`src/rtl/dma_pkg.sv`:
```
`timescale 1ns/1ps
package dma_pkg;

    typedef enum logic [1:0] {
        CH_IDLE = 2'd0,
        CH_REQ  = 2'd1,
        CH_WAIT = 2'd2,
        CH_OWN  = 2'd3
    } ch_state_e;

    localparam logic [1:0] SEL_CTL  = 2'd0;
    localparam logic [1:0] SEL_ADDR = 2'd1;
    localparam logic [1:0] SEL_CNT  = 2'd2;

    localparam int B_IRQ   = 31;
    localparam int B_DONE  = 30;
    localparam int B_BURST = 2;
    localparam int B_IE    = 1;
    localparam int B_DIR   = 0;

    typedef struct packed {
        logic irq;
        logic done;
        logic burst;
        logic ie;
        logic dir;
    } ctl_t;

    function automatic logic [31:0] pack_ctl(input ctl_t c);
        logic [31:0] r;
        r          = '0;
        r[B_IRQ]   = c.irq;
        r[B_DONE]  = c.done;
        r[B_BURST] = c.burst;
        r[B_IE]    = c.ie;
        r[B_DIR]   = c.dir;
        return r;
    endfunction

endpackage

```
`src/rtl/dma_regs.sv`:
```
`timescale 1ns/1ps
module dma_regs
    import dma_pkg::*;
#(
    parameter int ADDR_W = 32,
    parameter int CNT_W  = 16,
    parameter int STEP   = 4
) (
    input  logic              clk,
    input  logic              rst,
    input  logic [1:0]        sel,
    input  logic              wr,
    input  logic              rd,
    input  logic [31:0]       wdata,
    output logic [31:0]       rdata,
    input  logic              idle,
    input  logic              beat,
    output logic              start,
    output logic              last,
    output ctl_t              ctl,
    output logic [ADDR_W-1:0] addr,
    output logic [CNT_W-1:0]  count
);
    logic ctl_wr, zero_go, finish, wdata_unused;

    assign ctl_wr       = wr && (sel == SEL_CTL) && idle;
    assign start        = ctl_wr && (count != '0);
    assign zero_go      = ctl_wr && (count == '0);
    assign last         = (count == CNT_W'(1));
    assign finish       = beat && last;
    assign wdata_unused = ^wdata;

    always_ff @(posedge clk) begin
        if (rst) begin
            ctl <= '0;
        end else if (ctl_wr) begin
            ctl.ie    <= wdata[B_IE];
            ctl.dir   <= wdata[B_DIR];
            ctl.burst <= wdata[B_BURST];
            ctl.done  <= zero_go;
            ctl.irq   <= zero_go && wdata[B_IE];
        end else if (finish) begin
            ctl.done <= 1'b1;
            if (ctl.ie) ctl.irq <= 1'b1;
        end else if (rd && (sel == SEL_CTL)) begin
            ctl.irq <= 1'b0;
        end
    end

    always_ff @(posedge clk) begin
        if (rst) begin
            addr  <= '0;
            count <= '0;
        end else begin
            if (wr && idle && (sel == SEL_ADDR)) addr <= wdata[ADDR_W-1:0];
            else if (beat)                       addr <= addr + ADDR_W'(STEP);
            if (wr && idle && (sel == SEL_CNT))  count <= wdata[CNT_W-1:0];
            else if (beat)                       count <= count - CNT_W'(1);
        end
    end

    always_comb begin
        case (sel)
            SEL_CTL:  rdata = pack_ctl(ctl);
            SEL_ADDR: rdata = 32'(addr);
            SEL_CNT:  rdata = 32'(count);
            default:  rdata = '0;
        endcase
    end

    a_r5_addr_step: assert property (@(posedge clk) disable iff (rst)
        beat |=> (addr == $past(addr) + ADDR_W'(STEP)));
    a_r5_count_dec: assert property (@(posedge clk) disable iff (rst)
        beat |=> (count == $past(count) - CNT_W'(1)));
    a_r8_irq_gated: assert property (@(posedge clk) disable iff (rst)
        $rose(ctl.irq) |-> ctl.ie);
    a_r8_done_set: assert property (@(posedge clk) disable iff (rst)
        finish |=> ctl.done);
    a_r9_read_clears: assert property (@(posedge clk) disable iff (rst)
        (rd && (sel == SEL_CTL) && !finish && !ctl_wr) |=> !ctl.irq);
    a_r10_zero_done: assert property (@(posedge clk) disable iff (rst)
        zero_go |=> ctl.done);
endmodule

```
`src/rtl/dma_bus_fsm.sv`:
```
`timescale 1ns/1ps
module dma_bus_fsm
    import dma_pkg::*;
(
    input  logic clk,
    input  logic rst,
    input  logic start,
    input  logic burst,
    input  logic last,
    input  logic dev_rdy,
    input  logic grant,
    input  logic busy_in,
    output logic req,
    output logic own,
    output logic beat,
    output logic idle
);
    ch_state_e state, state_nx;

    assign req  = (state == CH_REQ);
    assign own  = (state == CH_OWN);
    assign idle = (state == CH_IDLE);
    assign beat = own && dev_rdy;

    always_comb begin
        state_nx = state;
        unique case (state)
            CH_IDLE: if (start)    state_nx = CH_REQ;
            CH_REQ:  if (grant)    state_nx = CH_WAIT;
            CH_WAIT: if (!busy_in) state_nx = CH_OWN;
            CH_OWN:  if (beat) begin
                if (last)        state_nx = CH_IDLE;
                else if (!burst) state_nx = CH_REQ;
            end
            default: state_nx = CH_IDLE;
        endcase
    end

    always_ff @(posedge clk) begin
        if (rst) state <= CH_IDLE;
        else     state <= state_nx;
    end

    a_r4_req_drop: assert property (@(posedge clk) disable iff (rst)
        (req && grant) |=> !req);
    a_r4_take_free: assert property (@(posedge clk) disable iff (rst)
        $rose(own) |-> !$past(busy_in));
    a_r4_exclusive: assert property (@(posedge clk) disable iff (rst)
        !(req && own));
    a_r6_steal_release: assert property (@(posedge clk) disable iff (rst)
        (beat && !burst) |=> !own);
    a_r7_burst_hold: assert property (@(posedge clk) disable iff (rst)
        (own && burst && !(beat && last)) |=> own);
    a_r8_release_end: assert property (@(posedge clk) disable iff (rst)
        (beat && last) |=> (!own && !req));
endmodule

```
`src/rtl/dma_chan.sv`:
```
`timescale 1ns/1ps
module dma_chan
    import dma_pkg::*;
#(
    parameter int ADDR_W = 32,
    parameter int DATA_W = 32,
    parameter int CNT_W  = 16
) (
    input  logic              clk,
    input  logic              rst,
    input  logic [1:0]        reg_sel,
    input  logic              reg_wr,
    input  logic              reg_rd,
    input  logic [31:0]       reg_wdata,
    output logic [31:0]       reg_rdata,
    output logic              irq,
    output logic              bus_req,
    input  logic              bus_grant,
    input  logic              bus_busy_in,
    output logic              bus_busy_out,
    output logic              mem_en,
    output logic              mem_we,
    output logic [ADDR_W-1:0] mem_addr,
    output logic [DATA_W-1:0] mem_wdata,
    input  logic [DATA_W-1:0] mem_rdata,
    input  logic              dev_rdy,
    output logic              dev_ack,
    input  logic [DATA_W-1:0] dev_din,
    output logic [DATA_W-1:0] dev_dout
);
    localparam int STEP = DATA_W / 8;

    ctl_t              ctl;
    logic              start, last, beat, idle;
    logic [ADDR_W-1:0] addr;
    logic [CNT_W-1:0]  count;

    dma_regs #(.ADDR_W(ADDR_W), .CNT_W(CNT_W), .STEP(STEP)) u_regs (
        .clk(clk), .rst(rst), .sel(reg_sel), .wr(reg_wr), .rd(reg_rd),
        .wdata(reg_wdata), .rdata(reg_rdata), .idle(idle), .beat(beat),
        .start(start), .last(last), .ctl(ctl), .addr(addr), .count(count)
    );

    dma_bus_fsm u_fsm (
        .clk(clk), .rst(rst), .start(start), .burst(ctl.burst), .last(last),
        .dev_rdy(dev_rdy), .grant(bus_grant), .busy_in(bus_busy_in),
        .req(bus_req), .own(bus_busy_out), .beat(beat), .idle(idle)
    );

    assign irq       = ctl.irq;
    assign mem_en    = beat;
    assign mem_we    = ctl.dir;
    assign mem_addr  = addr;
    assign mem_wdata = dev_din;
    assign dev_ack   = beat;
    assign dev_dout  = mem_rdata;

    a_r11_access_owned: assert property (@(posedge clk) disable iff (rst)
        mem_en |-> (bus_busy_out && dev_rdy));
endmodule

```
`config.mk`:
```
export PLATFORM = sky130hd
export DESIGN_NAME = dma_chan
export DESIGN_NICKNAME = d
export VERILOG_FILES = /design/src/rtl/dma_pkg.sv /design/src/rtl/dma_regs.sv /design/src/rtl/dma_bus_fsm.sv /design/src/rtl/dma_chan.sv
export SDC_FILE = /design/constraint.sdc
export NUM_CORES = 1
export LEC_CHECK = 0
export ABC_CLOCK_PERIOD_IN_PS = 3500
export BUFFER_PORTS_ARGS = -buffer_cell sky130_fd_sc_hd__buf_4
export CAP_MARGIN = 5
export CORE_MARGIN = 5
export CORE_UTILIZATION = 35
export CTS_CLUSTER_SIZE = 30
export DETAILED_ROUTE_END_ITERATION = 10
export GPL_TIMING_DRIVEN = 0
export PLACE_DENSITY = 0.63
export SLEW_MARGIN = 5
export SYNTH_ARGS = -nofsm -noshare
export SYNTH_HDL_FRONTEND = slang
export SYNTH_HIERARCHICAL = 1
export SYNTH_SLANG_ARGS = --single-unit
```
`constraint.sdc`:
```
create_clock -name clk -period 3.5 [get_ports clk]
set_input_delay 1.05 -clock clk [delete_from_list [all_inputs] [get_ports clk]]
set_output_delay 1.05 -clock clk [all_outputs]
set_load 0.03 [all_outputs]
```
==> impl_results.md, run 1 <==
- Largest net degree at the start of global routing: 17
- Max-cap violations: 0
- Top cells by count, synth: buf_4 (65), dfxtp_1 (55), nor2_1 (52), a211oi_1 (38), nand2_1 (33)
- Setup slack after placement: -0.388 ns
- Hold_sp: u_regs/ctl[0]
- Adder and majority gate portion of the synthesized area: roughly 2.5%
- Synth async-reset ratio: 0%
- Leakage: 2.44 nW
- Worst-path clk slew: approximately 0.07 ns
- Area leader, netlist: dfxtp_1
- Hold endpoint: u_regs/ctl[0]
- Synth area leaders: dfxtp_1 (28%), buf_4 (12%), a211oi_1 (7.2%), xnor2_1 (6.2%), nor2_1 (4.9%)
- Flop2flop setup slack: ~0.84 ns
- Starting Density: a little over a third
- Multiplexer share of the synthesized area: ~2%
- Setup tns final: 0 ns
- Share of Yosys cell area claimed by the top area cell type: between 20% and 30%
- Via density: 5.17
- Peak VDD IR: 181 uV
- CTS H-tree depth: 2
- Post-synth EDFFs: 0
- Internal: about 1.4 mW
- Final worst clock skew: 0.00712 ns
- CTS tree: built
- Mean routed wirelength per cell: roughly 17 um
- Total gr overflow: 0
- Routed wire length: about 14000 um
- Final Hold Viols: 0
- Post-layout net count: about 800
- Residual DRC: 0
- Pwr Density: between 300 and 400 nW/um^2
- Dominant cell by count in the synthesized netlist: buf_4
- End of the worst register-to-register path: u_regs/addr[25]
- Number of port buffers: 172
- Synth warn: 6
- Status: completed
- Critical Path Start Type: input pin
- Number of synthesized register bits: 55
- DPL Wire Length: around 11000 um
- NetSw: around 0.83 mW
- Worst Tran Pin Value: 0.654 ns
- Syn Area/Cell: ~8 sq um
- Share of cells above drive strength 1: around two fifths
- Chip width: about 120 um
- Achievable Freq: approximately 290 MHz
- Clock Latency Late Sink: approximately 0.29 ns
- Simple-gate share of the synthesized area: between 20% and 30%
- Drt initial violations: between 200 and 250
- TritonCTS Buffers: 5
- Final Setup Violations: 0
- Syn_nets: approximately 600
- Main flop type after synthesis: dfxtp_1
- Routed Antenna Nets: 0
- Final worst setup slack: 0.0719 ns
- Logic gate share of total power: between 30% and 40%
- Sequential cell area fraction in the yosys report: 27.9%
- Worst-path maximum fanout: 10
- Die Ht: between 100 and 150 um
- Max Transition Viols Final: 0
- Worst setup path category: in2out
- Diode count: 0
- # Post-CTS Setup Buffers: 0
- Area Growth Syn to Fin: 41.8%
- Hold Crit Depth: 2
- Synthesized area: approximately 4000 sq um
- RR Startpoint: u_fsm/state[0]
- Total Power: 2.23 mW
- Post-route minimum period: between 3 and 4 ns
- Overall Global Routing Usage: around a fifth
- Global-route wire length before repair: between 20000 and 25000 um
- Clock power share: 26.8%
- Sequential group share of total power: 35.5%
- Clock buffer depth: 2
- Root Buffer: clkbuf_16
- Tcrit/Tclk final: between 90% and 100%
- Data arrival, critical path: between 2 and 2.5 ns
- Slew Limit Headroom: a little under three fifths
- Hold WS: 0.481 ns
- Main combinational cell family by area after synthesis: simple AND/OR/NAND/NOR gates
- 1st-pass router iterations: 5
- Switching Share: about 37%
- CTS sink cnt: 55
- Cell Area, Placed: 5420 sq um
- Yosys cell types: 53
- Required time worst endpoint: 2.45 ns
- Die area: 13500 sq um
- Final Cell Area: approximately 5600 sq um
- Xor and xnor fraction of the mapped netlist area: about a tenth
- GPL Wtd Cong: between 0.8 and 0.9
- Initial antenna violation count: 0
- DR vias: around 4.2k
- Vias in the first global route: approximately 4.0k
- RSZ-0062 raised after global routing: no
- CP Capture Type: primary output
- Synth Area in Compound Gates: between 10% and 20%
- Mapped Cells: 488
- Worst R2R Path Depth: 6
- I/O pin count: between 200 and 250
- Worst Hold Class: reg2reg
- Row count: 38
- Core Box Area: ~11000 sq um
-- layout by cell type, fill, tap and decap left out, types with 2 or more instances in the layout --
cell type  synthesis  final
and4_1             4      4
xor2_1            14     14
nor4_4             2      2
a21oi_1           12     12
nand4b_1           2      2
nand3_1           16     16
clkbuf_2           0      4
a22o_1            12     12
a211oi_1          38     38
a311oi_1           2      2
clkbuf_16          0      5
buf_2              3      4
buf_4             65    237
o21ai_0            7      7
and2_1            18     18
clkbuf_1          21     15
nor2_1            52     52
nand2_1           33     33
xnor2_1           28     28
inv_1             10     10
nor4_1             9      9
nor3_1            18     18
buf_1              2      2
ha_1               8      8
and3_1             6      6
nor2b_1            2      2
mux2i_1            8      8
nor3b_1            3      3
or3_1              3      3
o22ai_1            2      2
a41oi_1            2      2
nand4_1            8      8
dfxtp_1           55     55
buf_6              2      2
-- flip-flops by register name, summed over array words and instances (netlist names) --
| name | count |
|---|---|
| u_fsm/state | 2 |
| u_regs/ctl | 5 |
| u_regs/addr | 32 |
| u_regs/count | 16 |
-- worst max path at each step --
| stage | endpoint | depth (start not counted) | slack (ns) | startpoint |
|---|---|---|---|---|
| global placement | reg_rdata[9] | 6 | -0.39 | reg_sel[0] |
| detailed placement | reg_rdata[9] | 6 | -0.39 | reg_sel[0] |
| global route | reg_rdata[0] | 7 | 0.002 | reg_sel[1] |
| finish | reg_rdata[9] | 6 | 0.07 | reg_sel[0] |
| floorplan | reg_rdata[0] | 6 | 0.10 | reg_sel[1] |
| CTS | reg_rdata[9] | 6 | 0.05 | reg_sel[0] |
-- routing by layer --
layer,global-route usage [%],share of wire [%]
met2,33.9,49
met5,0,0
met3,2.59,8.9
met4,3.94,0.93
met1,23.8,41
-- cell type report --
cell class,count,area [sq um]
clock buffer,6,139
buffer,93,622
sequential,55,1100
clock inverter,2,35.0
multi-input combinational,330,2200
inverter,10,37.5
timing repair buffer,172,1290
tap,140,175
fill,1110,5340
-- what timing repair did --
item                                    CTS  global route
pin swaps                                 0             0
cloned                                    0             0
endpoints found under the setup margin   24             4
resized for setup                         7             1
hold buffers                              0             0
-- power groups by stage --
stage / sequential, mW / combinational, mW / clock, mW
2_1_floorplan: 0.843 / 0.498 / 0
3_3_place_gp: 0.801 / 0.826 / 0
3_5_place_dp: 0.806 / 0.837 / 0
4_1_cts: 0.790 / 0.842 / 0.601
5_1_grt: 0.804 / 0.896 / 0.624
6_report: 0.791 / 0.840 / 0.596
-- cell families (layout without fill, tap and decap cells) --
family / after synthesis / after routing
flip-flops: 55 / 55
AND/OR/NAND/NOR: 186 / 186
multiplexers: 8 / 8
buffers and inverters: 103 / 283
adder cells (fa/ha/maj): 8 / 8
XOR/XNOR: 42 / 42
AO/OA/AOI/OAI: 86 / 86
-- stage by stage --
step,util [%],cells
after floorplan,-,488
after global placement,49.5,800
after detailed placement,49.5,800
after CTS,51.2,808
after global routing,51.2,808
final,51.2,808
-- critical path: stages --
cell and delay [ns]:
buf_2 0.22, nor2b_1 0.19, buf_2 0.27, clkbuf_4 0.28
a22o_1 0.19, buf_4 0.17
(Power assumes the default switching activity.)
==> run 2: changes to the inputs <==
--- a/config.mk
+++ b/config.mk
@@ -6,14 +6,15 @@
 export NUM_CORES = 1
 export LEC_CHECK = 0
 export ABC_CLOCK_PERIOD_IN_PS = 3500
-export BUFFER_PORTS_ARGS = -buffer_cell sky130_fd_sc_hd__buf_4
 export CAP_MARGIN = 5
-export CORE_MARGIN = 5
-export CORE_UTILIZATION = 35
+export CORE_AREA = 5 5 90 92
 export CTS_CLUSTER_SIZE = 30
 export DETAILED_ROUTE_END_ITERATION = 10
+export DIE_AREA = 0 0 95 97
+export DONT_BUFFER_PORTS = 1
 export GPL_TIMING_DRIVEN = 0
-export PLACE_DENSITY = 0.63
+export PLACE_DENSITY = 0.67
+export SETUP_SLACK_MARGIN = 0.15
 export SLEW_MARGIN = 5
 export SYNTH_ARGS = -nofsm -noshare
 export SYNTH_HDL_FRONTEND = slang
==> impl_results.md, run 2 (same netlist as run 1, synthesis figures left out) <==
- Slew Limit Headroom: 52.2% (-4.2 points)
- Share of cells above drive strength 1: 25.0% (-16 points)
- Data arrival, critical path: 2.23 ns (-0.15 ns)
- Vias in the first global route: 3502 (-12%)
- Clock Latency Late Sink: 0.32 ns (+0.03 ns)
- Global-route wire length before repair: 18500 um (-9.0%)
- Worst Hold Class: reg2reg
- Post-route insts no fill: 595 (-26%)
- GPL Wtd Cong: 0.865 (+1.6%)
- Most frequent cells in the layout: buf_4 (65), dfxtp_1 (55), nor2_1 (52), a211oi_1 (38), nand2_1 (33)
- CP Capture Type: primary output
- Worst Tran Pin Value: 0.717 ns (+0.0629 ns)
- RR Startpoint: u_fsm/state[1]
- Critical Path Most Common Cell: buf_2
- CTS tree: built
- Tcrit/Tclk final: 93.8% (-4.1 points)
- Required time worst endpoint: 2.45 ns (about the same)
- 1st-pass router iterations: 5 (unchanged)
- Largest stage delay, worst path: 0.28 ns (about the same)
- Max reg flops: 32 (unchanged)
- Core Box Area: 7140 sq um (-35%)
- TritonCTS Buffers: 5 (unchanged)
- Diode count: 0 (unchanged)
- Drt initial violations: 181 (-15%)
- Pwr Density: 450 nW/um^2 (+13%)
- DPL Wire Length: 9820 um (-12%)
- Mean routed wirelength per cell: 20.7 um (+20%)
- Achievable Freq: 305 MHz (+4.4%)
- Worst R2R Path Depth: 6 (unchanged)
- Critical Path Start Type: input pin
- Slowest CP cell: a22o_2
- Area Growth Syn to Fin: 7.32%
- Clock buffer depth: 2 (unchanged)
- Starting Density: 55.3% (+19 points)
- Status: completed
- Root Buffer: clkbuf_8
- Largest reg by FF count: u_regs/addr
- Placed Cells incl. Taps: 587 (-27%)
- Initial antenna violation count: 1 (+1)
- Biggest regs: u_regs/addr x32, u_regs/count x16, u_regs/ctl x5
- I/O pin count: 239 (unchanged)
- Internal: 1.14 mW (-18%)
- Leakage: 1.56 nW (-36%)
- DR vias: 3634 (-13%)
- Final worst clock skew: 0.0116 ns (+0.00443 ns)
- Max Transition Viols Final: 0 (unchanged)
- Chip width: 95 um (-18%)
- Post-route minimum period: 3.28 ns (-0.144 ns)
- Setup tns final: 0 ns (unchanged)
- Overall Global Routing Usage: 25.2% (+6.4 points)
- Max-cap violations: 0 (unchanged)
- Sequential group share of total power: 45.2% (+9.7 points)
- Crit path cell chain: buf_2 > nor2b_1 > buf_2 > clkbuf_4 > a22o_2
- Worst-path maximum fanout: 10 (unchanged)
- Logic gate share of total power: 31.1% (-6.6 points)
- Peak VDD IR: 328 uV (+81%)
- RSZ-0062 raised after global routing: no
- Final Hold Viols: 0 (unchanged)
- Total gr overflow: 0 (unchanged)
- Worst-path clk slew: 0.10 ns (+0.03 ns)
- Hold Crit Depth: 2 (unchanged)
- Routed Antenna Nets: 0 (unchanged)
- Die Ht: 97 um (-17%)
- Flop2flop setup slack: 0.52 ns (-0.32 ns)
- Clock power share: 23.8% (-3.0 points)
- NetSw: 0.768 mW (-7.2%)
- Final Setup Violations: 0 (unchanged)
- Worst setup path start: reg_sel[0]
- Hold_buf cts: 0 (unchanged)
- Switching Share: 40.2% (+3.0 points)
- CTS H-tree depth: 2 (unchanged)
- Routed wire length: 12300 um (-12%)
- Die area: 9220 sq um (-32%)
- Largest net degree at the start of global routing: 17 (unchanged)
- Post-layout net count: 608 (-22%)
- CTS sink cnt: 55 (unchanged)
- Commonest non-fill, non-tap cell in the layout: buf_4
- Number of port buffers: 0 (-100%)
- Row count: 31 (-18%)
- Residual DRC: 0 (unchanged)
- Worst setup path category: in2out
- Via density: 6.11 (+18%)
- Hold_sp: u_regs/ctl[2]
run 2: critical path: cells and delay by family:
family | cells | cell delay, ns
AOI/OAI and AO/OA | 1 | 0.28
buffers and inverters | 3 | 0.72
and+or+nand+nor | 1 | 0.18
run 2: repair_timing:
| action | in CTS | in global routing |
|---|---|---|
| endpoints found under the setup margin | 24 | 20 |
| setup buffers | 0 | 0 |
| resized for setup | 17 | 13 |
run 2: power groups by stage:
stage               Clock [mW]  Sequential (mW)  Combinational, mW
floorplan                    0            0.843              0.499
global placement             0            0.875              0.570
detailed placement           0            0.878              0.584
CTS                      0.456            0.863              0.589
global route             0.480            0.876              0.637
finish                   0.454            0.863              0.593
run 2: area by class of cell:
cell class,count,area [sq um]
buffer,93,622
clock buffer,6,82.6
clock inverter,2,35.0
fill,700,2900
inverter,10,37.5
multi-input combinational,330,2240
sequential,55,1100
tap,99,124
run 2: final timing paths:
check | end
max | reg_rdata[5]
min | u_regs/ctl[2]
max reg2reg | u_regs/addr[25]
min reg2reg | u_regs/ctl[2]
run 2: through the flow:
step,utilization [%],hold slack (ns),worst slack [ns],power (mW),area [sq um]
floorplan,-,0.449,0.104,1.34,3960
global placement,57.2,0.490,-0.244,1.45,4080
detailed placement,57.2,0.499,-0.263,1.46,4080
CTS,59.2,0.520,0.153,1.91,4220
global route,59.4,0.554,0.155,1.99,4240
finish,59.4,0.515,0.216,1.91,4240
run 2: layer usage:
layer | GRT usage [%] | part of all wire, %
met1 | 30.4 | 37
met2 | 42.4 | 50
met3 | 7.29 | 11
met4 | 7.99 | 2.2
met5 | 0 | 0.12
